$ cat config.mk
export PLATFORM = sky130hd
export DESIGN_NAME = vrr_reset_code_seq
export DESIGN_NICKNAME = d
export VERILOG_FILES = /design/src/rtl/vrr_seq_pkg.sv /design/src/rtl/vrr_frame_seq.sv /design/src/rtl/vrr_cfg_shadow.sv /design/src/rtl/vrr_code_sel.sv /design/src/rtl/vrr_reset_code_seq.sv
export SDC_FILE = /design/constraint.sdc
export NUM_CORES = 1
export LEC_CHECK = 0
export ABC_AREA = 1
export ABC_CLOCK_PERIOD_IN_PS = 3800
export BUFFER_PORTS_ARGS = -buffer_cell sky130_fd_sc_hd__buf_2
export CELL_PAD_IN_SITES_DETAIL_PLACEMENT = 2
export CELL_PAD_IN_SITES_GLOBAL_PLACEMENT = 2
export CORE_ASPECT_RATIO = 2
export CORE_MARGIN = 4
export CORE_UTILIZATION = 27
export DETAILED_ROUTE_END_ITERATION = 6
export GPL_TIMING_DRIVEN = 1
export PLACE_DENSITY = 0.78
export SYNTH_ARGS = -nofsm -noshare
export SYNTH_HDL_FRONTEND = slang
export SYNTH_SLANG_ARGS = --single-unit
$ cat constraint.sdc
create_clock -name clk -period 3.8 [get_ports clk]
set_clock_uncertainty 0.15 [all_clocks]
set_input_delay 0.19 -clock clk [delete_from_list [all_inputs] [get_ports clk]]
set_output_delay 0.19 -clock clk [all_outputs]
set_load 0.01 [all_outputs]
$ cat src/rtl/vrr_seq_pkg.sv
package vrr_seq_pkg;

    localparam int CNT_W  = 8;
    localparam int CODE_W = 8;
    localparam int LUT_N  = 6;
    localparam int THR_N  = LUT_N - 2;
    localparam int LVL_W  = $clog2(LUT_N);
    localparam int LUT_W  = LUT_N * CODE_W;
    localparam int THR_W  = THR_N * CNT_W;

    typedef logic [CNT_W-1:0]  cnt_t;
    typedef logic [CODE_W-1:0] code_t;
    typedef logic [LVL_W-1:0]  lvl_t;
    typedef logic [LUT_W-1:0]  lut_t;
    typedef logic [THR_W-1:0]  thr_t;

    typedef struct packed {
        logic  refresh;
        cnt_t  idx;
        lvl_t  lvl;
        code_t code;
    } frame_out_t;

    // Table level for a skip frame: base level 1, plus one per threshold reached.
    function automatic lvl_t step_level(cnt_t idx, thr_t thr);
        lvl_t lvl;
        lvl = lvl_t'(1);
        for (int j = 0; j < THR_N; j++) begin
            if (thr[j*CNT_W +: CNT_W] <= idx) begin
                lvl = lvl + lvl_t'(1);
            end
        end
        return lvl;
    endfunction

    function automatic logic thr_ascending(thr_t thr);
        logic ok;
        ok = 1'b1;
        for (int j = 1; j < THR_N; j++) begin
            if (thr[j*CNT_W +: CNT_W] < thr[(j-1)*CNT_W +: CNT_W]) begin
                ok = 1'b0;
            end
        end
        return ok;
    endfunction

endpackage

$ cat src/rtl/vrr_frame_seq.sv
module vrr_frame_seq
    import vrr_seq_pkg::*;
(
    input  logic clk,
    input  logic rst,
    input  logic frame_sync,
    input  logic vsync,
    input  cnt_t skip_cnt_i,
    output logic load_o,
    output cnt_t next_idx_o,
    output logic refresh_o,
    output cnt_t idx_o
);

    logic restart_q;
    logic refr_q;
    cnt_t skip_q;
    cnt_t idx_q;
    logic run_done;

    assign run_done   = (idx_q == skip_q);
    assign load_o     = frame_sync & (restart_q | vsync | run_done);
    assign next_idx_o = load_o ? '0 : idx_q + cnt_t'(1);

    always_ff @(posedge clk) begin
        if (rst) begin
            restart_q <= 1'b1;
            refr_q    <= 1'b0;
            skip_q    <= '0;
            idx_q     <= '0;
        end else begin
            if (frame_sync) begin
                idx_q     <= next_idx_o;
                refr_q    <= load_o;
                restart_q <= 1'b0;
                if (load_o) begin
                    skip_q <= skip_cnt_i;
                end
            end
            if (vsync && !frame_sync) begin
                restart_q <= 1'b1;
            end
        end
    end

    assign refresh_o = refr_q;
    assign idx_o     = idx_q;

    AST_IDX_BOUND: assert property (@(posedge clk) disable iff (rst)
        idx_q <= skip_q);
    AST_REFRESH_IDX_ZERO: assert property (@(posedge clk) disable iff (rst)
        refr_q |-> (idx_q == '0));
    AST_SKIP_STEP: assert property (@(posedge clk) disable iff (rst)
        (frame_sync && !restart_q && !vsync && (idx_q != skip_q)) |=> (idx_q == $past(idx_q) + cnt_t'(1)));
    AST_VSYNC_RESTART: assert property (@(posedge clk) disable iff (rst)
        (frame_sync && vsync) |=> refr_q);

endmodule

$ cat src/rtl/vrr_cfg_shadow.sv
module vrr_cfg_shadow
    import vrr_seq_pkg::*;
(
    input  logic clk,
    input  logic rst,
    input  logic load,
    input  lut_t lut_i,
    input  thr_t thr_i,
    output lut_t lut_o,
    output thr_t thr_o
);

    lut_t lut_q;
    thr_t thr_q;

    always_ff @(posedge clk) begin
        if (rst) begin
            lut_q <= '0;
            thr_q <= '0;
        end else if (load) begin
            lut_q <= lut_i;
            thr_q <= thr_i;
        end
    end

    assign lut_o = lut_q;
    assign thr_o = thr_q;

    AST_THR_ORDER: assert property (@(posedge clk) disable iff (rst)
        thr_ascending(thr_q));

endmodule

$ cat src/rtl/vrr_code_sel.sv
module vrr_code_sel
    import vrr_seq_pkg::*;
(
    input  logic  load,
    input  cnt_t  next_idx,
    input  lut_t  lut_live,
    input  lut_t  lut_held,
    input  thr_t  thr_held,
    output lvl_t  lvl_o,
    output code_t code_o
);

    code_t entry [LUT_N];

    for (genvar e = 0; e < LUT_N; e++) begin : g_entry
        assign entry[e] = lut_held[e*CODE_W +: CODE_W];
    end

    always_comb begin
        if (load) begin
            lvl_o  = '0;
            code_o = lut_live[CODE_W-1:0];
        end else begin
            lvl_o  = step_level(next_idx, thr_held);
            code_o = entry[lvl_o];
        end
    end

endmodule

$ cat src/rtl/vrr_reset_code_seq.sv
module vrr_reset_code_seq
    import vrr_seq_pkg::*;
(
    input  logic                  clk,
    input  logic                  rst,
    input  logic                  frame_sync_i,
    input  logic                  vsync_i,
    input  logic [CNT_W-1:0]      skip_cnt_i,
    input  logic [THR_W-1:0]      thr_i,
    input  logic [LUT_W-1:0]      lut_i,
    output logic                  refresh_o,
    output logic [CNT_W-1:0]      skip_idx_o,
    output logic [CODE_W-1:0]     dac_code_o
);

    logic       load;
    cnt_t       next_idx;
    lut_t       lut_held;
    thr_t       thr_held;
    lvl_t       lvl_next;
    code_t      code_next;
    frame_out_t out_q;

    vrr_frame_seq u_seq (
        .clk        (clk),
        .rst        (rst),
        .frame_sync (frame_sync_i),
        .vsync      (vsync_i),
        .skip_cnt_i (skip_cnt_i),
        .load_o     (load),
        .next_idx_o (next_idx),
        .refresh_o  (out_q.refresh),
        .idx_o      (out_q.idx)
    );

    vrr_cfg_shadow u_cfg (
        .clk   (clk),
        .rst   (rst),
        .load  (load),
        .lut_i (lut_i),
        .thr_i (thr_i),
        .lut_o (lut_held),
        .thr_o (thr_held)
    );

    vrr_code_sel u_sel (
        .load     (load),
        .next_idx (next_idx),
        .lut_live (lut_i),
        .lut_held (lut_held),
        .thr_held (thr_held),
        .lvl_o    (lvl_next),
        .code_o   (code_next)
    );

    always_ff @(posedge clk) begin
        if (rst) begin
            out_q.lvl  <= '0;
            out_q.code <= '0;
        end else if (frame_sync_i) begin
            out_q.lvl  <= lvl_next;
            out_q.code <= code_next;
        end
    end

    assign refresh_o  = out_q.refresh;
    assign skip_idx_o = out_q.idx;
    assign dac_code_o = out_q.code;

    AST_CODE_HOLD: assert property (@(posedge clk) disable iff (rst)
        !frame_sync_i |=> ($stable(dac_code_o) && $stable(skip_idx_o) && $stable(refresh_o)));
    AST_REFRESH_CODE: assert property (@(posedge clk) disable iff (rst)
        (frame_sync_i && load) |=> (dac_code_o == $past(lut_i[CODE_W-1:0])));
    AST_LEVEL_NO_FALL: assert property (@(posedge clk) disable iff (rst)
        (frame_sync_i && !load) |=> (out_q.lvl >= $past(out_q.lvl)));

endmodule

# --- Word-level counts from Yosys, hierarchy flattened ---
# Index checks and enable logic that the tools add are counted.
word_totals:
  ff_bits: 106
  input_bits: 92
  output_inout_bits: 17
  elab_cells: 38
op_classes:
  n_addsub: 4
  order_cmp: 5
  eq_ne: 1
  mux: 13
  n_bitwise: 4
  n_reduce_logical: 4
op_table:
  columns: ["cell", "count"]
  rows:
  - ["8-bit <= comparator", 4]
  - ["8-bit two-way mux", 4]
  - ["8-bit binary-select mux with 3-bit select", 1]
  - ["3-bit two-way mux", 7]
  - ["3-bit by 1-bit adder with 3-bit output (second input constant)", 3]
  - ["8-bit by 1-bit adder with 8-bit output (second input constant)", 1]
  - ["8-bit == test", 1]
  - ["4-bit greater-or-equal comparator (second input constant)", 1]
  - ["3-bit inverter with 4-bit output", 1]
  - ["2-bit two-way mux", 1]
  - ["1-bit OR", 2]
  - ["2-bit AND reduction", 1]
  - ["2-bit OR reduction", 1]
  - ["1-bit AND", 1]
  - ["1-bit logical AND", 1]
  - ["1-bit zero test", 1]

# --- Depth between registers and ports, before layout ---
depth:
  word_depth: 21
  ltp_mapped: 33

# --- Modules after synthesis ---
# Synthesis repeated with hierarchy kept, for this count alone.
hier_totals:
  cells_unflattened: 1009
  area_unflattened_um2: 6419.9
by_module_without_submodules:
  columns: ["mod", "n_inst", "cells_per_inst", "area_per_inst_um2", "seq_area_each_um2"]
  rows:
  - ["vrr_cfg_shadow", 1, 507, 3265.6, 1601.5]
  - ["vrr_code_sel", 1, 284, 1619.1, 0.0]
  - ["vrr_frame_seq", 1, 167, 1193.6, 360.3]
  - ["vrr_reset_code_seq", 1, 51, 341.6, 160.2]

# --- Least setup slack after synthesis ---
# No wires, ideal clock.
synth_path:
  kind: "register -> register"
  start: "register u_seq.idx_q[0], in the netlist u_seq.idx_o[0]"
  end: "register out_q (netlist bit dac_code_o[4])"
  setup_ns: 0.132
  arrival_time_ns: 3.968
  required_time_ns: 3.518
  path_slack_ns: -0.450
  stages_incl_launch_ff: 29
  path_buffers: 3
  period_less_slack_ns: 4.250
  cell_sequence: "dfxtp_1 inv_2 nand2_1 nand2_1 nand2_1 nor2_1 nand2_2 nand2_4 nand2_4 clkbuf_1 clkbuf_1 nand2_1 ha_1 nand2_1 nor2_1 nand2_1 o31ai_1 fa_1 inv_1 nand3_2 buf_2 nand3_1 nand2_1 nand2_1 nand2_1 nand2_1 nand2_1 nand2_1 a21oi_1"
synth_via:
  elab_chain_cells: 21
  elab_cells_between_ends: 25
synth_lines:
  columns: ["element", "line_no", "source"]
  rows:
  - ["from (decl)", "vrr_frame_seq.sv:18", "cnt_t idx_q;"]
  - ["from (signal assigned)", "vrr_frame_seq.sv:33", "idx_q <= next_idx_o;"]
  - ["parallel branches: the longest is 20 deep, another holds 8-bit by 1-bit adder with 8-bit output", null, null]
  - ["8-bit two-way mux (*)", "vrr_code_sel.sv:20", "if (load) begin"]
  - ["to (decl)", "vrr_reset_code_seq.sv:22", "frame_out_t out_q;"]
# Mark *: on every way between the ends. The select of a mux whose other input is x is not followed.
# A chain may end at the register's enable or synchronous reset.

# --- Worst setup path after layout ---
layout_path:
  start: "register u_seq.idx_q[1], in the netlist u_seq.idx_o[1]"
  end: "register out_q (netlist bit dac_code_o[0])"
# The elaborated chain is that of the path after synthesis.

==> run summary <==
The flow ran to the end, but the final reports show violations. The checks that failed: negative hold slack, negative setup slack. The master of the slowest instance on the critical path is sky130_fd_sc_hd__fa_2.

The detail route stage leaves a number of antenna-violating nets equal to 0. The number of global-route vias before repair is 7136. In this run the deepest clock path goes through 2 buffers. In this run the worst path has a maximum fanout of 8. Per report_power, the clock group accounts for 25.0% of the total. The final wirelength came out at 28200 um.

The worst setup path is captured at a flop. The highest attainable clock frequency came out at 224 MHz. TritonCTS built the clock tree.

The slack of the critical path is -0.655 ns, and the number of warnings reported in the yosys synthesis log is 0. The run gives 41.3% as the part of the total power dissipated in combinational logic. The logs give 8 for the total setup violations reported at the end of the flow and 0.37 ns for the source-to-sink clock delay at the later pin of the worst-skew pair. Power per unit of standard cell area: 454 nW/um2. OpenSTA, run right after detailed placement, puts the worst setup slack at -0.729 ns.

The aggregate negative setup slack is -4.79 ns, and the placed wire-length estimate after detailed placement is 16600 um. The cell sitting at the root of the clock tree is a sky130_fd_sc_hd__clkbuf_16. The core region is 19500 um2. The total global-route track usage came out at 22.3%.

The netlist uses 34 different library cells. For the via count, the log shows 6411. The worst pin sits at a relative slew slack of 33.1%. For the global placer's final weighted congestion, the log shows 0.819. The type of origin of the critical path is a flop.

The most repeated library cell on the critical path was sky130_fd_sc_hd__nand2_1. After detailed routing, the average wire length per cell comes to 22.0 um. The run gives 109 as the number of top-level pins.

The count of final hold-check violations was 2; the initial DRC count was 305. The internal power of the cells totals 2.33 mW. The CTS clock-pin slew for the worst setup and hold paths was 0.07 ns. First-pass GRT wire length: 38400 um.

A synthesized cell averages 6.94 um2. Post-synthesis cell area: 5360 um2. Setup repair after global routing could not meet its margin everywhere. The gate count after technology mapping is 772, and the data arrival at the endpoint of the critical path is 4.59 ns. For the worst setup path, the data required time is 3.94 ns. The first-pass detailed-route iteration total came out at 4. After detailed routing, the number of remaining DRC violations is 0.

The die is 207 um tall. The maximum number of pins on one net before global-route repair was 65; the ratio of cells with drive above 1 in the final layout was 31.8%. The tools report the count of pins over their slew limit as 0. Summing the sequential cell areas from Yosys gives 39.6% of the chip area. The critical path class was reg -> reg. The final-stage net count was 1146; the area growth from synthesis to layout was 55.1%.

The number of H-tree levels was 3. Dividing the detail-routed via count by the number of cells gives 5.00. The proportion of total power due to net switching was 38.4%; the delay of the slowest cell on the worst path was 0.60 ns. The logs give 72 for the row count and 6660 um2 for the cell area after placement.

The number of clock buffers added by TritonCTS is 9. Sorting the synthesized cells by area gives the leading types as sky130_fd_sc_hd__dfxtp_1 40%, sky130_fd_sc_hd__nand2_1 11%, sky130_fd_sc_hd__nor2_1 11%, sky130_fd_sc_hd__o21ai_0 9.3%, sky130_fd_sc_hd__ha_1 7.9%. The reported leakage power is 3.82 nW, and the peak supply drop is 0.188 mV. Largest area contributor in the synthesized netlist: sky130_fd_sc_hd__dfxtp_1. The run gives 0 as the number of antenna cells inserted. The share of total power in sequential cells was 33.7%; the actual slew at the worst max-slew pin was 1.00 ns. The run gives 27.6% as the initial core utilization. Clock tree synthesis found a total of 106 sinks. Final worst-path cycle share: 117%.

The run gives 0 as the global-route congestion overflow total. The min-delay analysis places its worst path in the category in -> reg. Summing all non-filler instances in the final layout gives an area of 8310 um2. In this run the horizontal extent of the chip is 108 um. Worst hold margin: -0.00669 ns.

The switching component of the power is 1.45 mW, and the top cell type's share of synthesized area is 39.6%. The number of nets in the synthesized netlist was 899. The max-cap check violation count was 0. The floorplan step defined a die boundary enclosing 22300 um2. After layout, the minimum clock period comes to 4.45 ns. The final design utilization came out at 42.7%.

The number of input and output port buffers inserted is 108, and the initial antenna violation count is 0. In this run, synthesis produced a sequential element count of 106.
## what timing repair did
action / CTS / global route
pin swaps: 31 / 44
hold endpoints to repair: 73 / 1
hold buffers: 73 / 1
setup buffers: 14 / 8
setup endpoints to repair: 8 / 8
resized for setup: 46 / 68
## sequential cells by signal, indices dropped and copies added (netlist names)
signal           cells
dac_code_o           8
u_seq.skip_q         8
u_cfg.thr_o         32
u_seq.idx_o          8
u_seq.refresh_o      1
u_seq.restart_q      1
u_cfg.lut_o         48
## critical path: cells and delay by family, from the launching register on
family                   cells  cell delay [ns]
AND/OR/NAND/NOR             18             1.52
adder cells (fa/ha/maj)      2             0.92
buffers and inverters        7             0.71
AO/OA/AOI/OAI                4             0.68
flip-flops                   1             0.41
## worst paths after layout
| check | slack, ns | cells after the start | startpoint | to |
|---|---|---|---|---|
| setup / recovery | -0.65 | 31 | u_seq.idx_o[1] | dac_code_o[0] |
| hold / removal | -0.007 | 3 | lut_i[12] | u_cfg.lut_o[12] |
| setup reg to reg | -0.65 | 31 | u_seq.idx_o[1] | dac_code_o[0] |
| hold reg to reg | 0.34 | 2 | u_cfg.lut_o[0] | u_cfg.lut_o[0] |
## cell families after synthesis
| logic type | count (synthesis) | synth area share, % |
|---|---|---|
| buffers and inverters | 78 | 5.74 |
| AO/OA/AOI/OAI | 159 | 15.2 |
| adder cells (fa/ha/maj) | 35 | 8.31 |
| flip-flops | 106 | 39.6 |
| AND/OR/NAND/NOR | 390 | 30.5 |
| XOR/XNOR | 4 | 0.654 |
## cell type report
type | count | area [um2]
clock buffer | 14 | 274
clock inverter | 2 | 10.0
fill | 2258 | 11100
inverter | 40 | 160
multi-input combinational | 588 | 3360
sequential | 106 | 2150
tap | 259 | 324
timing repair buffer | 274 | 2040
## metrics by stage
step           total power, mW  cells
6_report                  3.77   1283
5_1_grt                   3.96   1283
4_1_cts                   3.60   1275
3_5_place_dp              2.50   1172
3_3_place_gp              2.45   1172
2_1_floorplan             2.00    772
## layout by cell type, fill, tap and decap left out, types with 2 or more instances in the layout
master / n
sky130_fd_sc_hd__nor2_1: 149
sky130_fd_sc_hd__nand2_1: 140
sky130_fd_sc_hd__buf_2: 108
sky130_fd_sc_hd__o21ai_0: 95
sky130_fd_sc_hd__dfxtp_1: 95
sky130_fd_sc_hd__buf_4: 82
sky130_fd_sc_hd__dlygate4sd3_1: 74
sky130_fd_sc_hd__a21oi_1: 40
sky130_fd_sc_hd__nand3_1: 37
sky130_fd_sc_hd__inv_1: 29
sky130_fd_sc_hd__ha_1: 25
sky130_fd_sc_hd__nand2_2: 24
sky130_fd_sc_hd__a21oi_2: 12
sky130_fd_sc_hd__nand3_2: 10
sky130_fd_sc_hd__ha_4: 9
sky130_fd_sc_hd__clkbuf_16: 9
sky130_fd_sc_hd__inv_2: 8
sky130_fd_sc_hd__nand2_4: 8
sky130_fd_sc_hd__nor2_2: 7
sky130_fd_sc_hd__buf_6: 7
sky130_fd_sc_hd__dfxtp_2: 6
sky130_fd_sc_hd__nand3_4: 5
sky130_fd_sc_hd__dfxtp_4: 5
sky130_fd_sc_hd__nor2_4: 4
sky130_fd_sc_hd__o21ai_2: 3
sky130_fd_sc_hd__clkbuf_8: 3
sky130_fd_sc_hd__buf_12: 3
sky130_fd_sc_hd__inv_4: 2
sky130_fd_sc_hd__xnor2_1: 2
sky130_fd_sc_hd__o211ai_1: 2
sky130_fd_sc_hd__clkbuf_1: 2
sky130_fd_sc_hd__clkinv_2: 2
## power by group through the flow
| stage | Combinational (mW) | Sequential (mW) | Clock [mW] |
|---|---|---|---|
| floorplan | 0.735 | 1.26 | 0 |
| global placement | 1.16 | 1.28 | 0 |
| CTS | 1.39 | 1.26 | 0.944 |
| detailed placement | 1.21 | 1.29 | 0 |
| global route | 1.69 | 1.28 | 0.998 |
| finish | 1.56 | 1.27 | 0.943 |
## metal layers
metal / GRT usage, % / vias to the layer above / wire [um]
met3: 2.21 / 83 / 614
li1: - / 3011 / -
met1: 20.4 / 3152 / 9200
met2: 46.3 / 165 / 16700
met5: 0 / - / 0
met4: 10.4 / 0 / 1660
## Yosys cell counts
library cell,number
sky130_fd_sc_hd__o21ai_0,100
sky130_fd_sc_hd__nand3_4,1
sky130_fd_sc_hd__xnor2_1,3
sky130_fd_sc_hd__o31ai_1,1
sky130_fd_sc_hd__inv_1,34
sky130_fd_sc_hd__buf_1,1
sky130_fd_sc_hd__nand3_1,49
sky130_fd_sc_hd__nand3_2,2
sky130_fd_sc_hd__inv_2,5
sky130_fd_sc_hd__nor2_2,1
sky130_fd_sc_hd__nor2_4,1
sky130_fd_sc_hd__clkbuf_1,31
sky130_fd_sc_hd__buf_2,3
sky130_fd_sc_hd__a21o_1,1
sky130_fd_sc_hd__nor2_1,158
sky130_fd_sc_hd__nand3b_1,1
sky130_fd_sc_hd__buf_4,3
sky130_fd_sc_hd__a32oi_1,1
sky130_fd_sc_hd__nand4_1,1
sky130_fd_sc_hd__a22oi_1,1
sky130_fd_sc_hd__nor3_1,2
sky130_fd_sc_hd__clkinv_1,1
sky130_fd_sc_hd__a211oi_1,1
sky130_fd_sc_hd__nand2_4,6
sky130_fd_sc_hd__ha_1,34
sky130_fd_sc_hd__xor2_1,1
sky130_fd_sc_hd__o211ai_1,2
sky130_fd_sc_hd__dfxtp_1,106
sky130_fd_sc_hd__or2_4,1
sky130_fd_sc_hd__nor3b_1,1
sky130_fd_sc_hd__nand2_1,161
sky130_fd_sc_hd__a21oi_1,52
sky130_fd_sc_hd__fa_1,1
sky130_fd_sc_hd__nand2_2,5
Note: power is estimated with default switching activity, not from simulation.
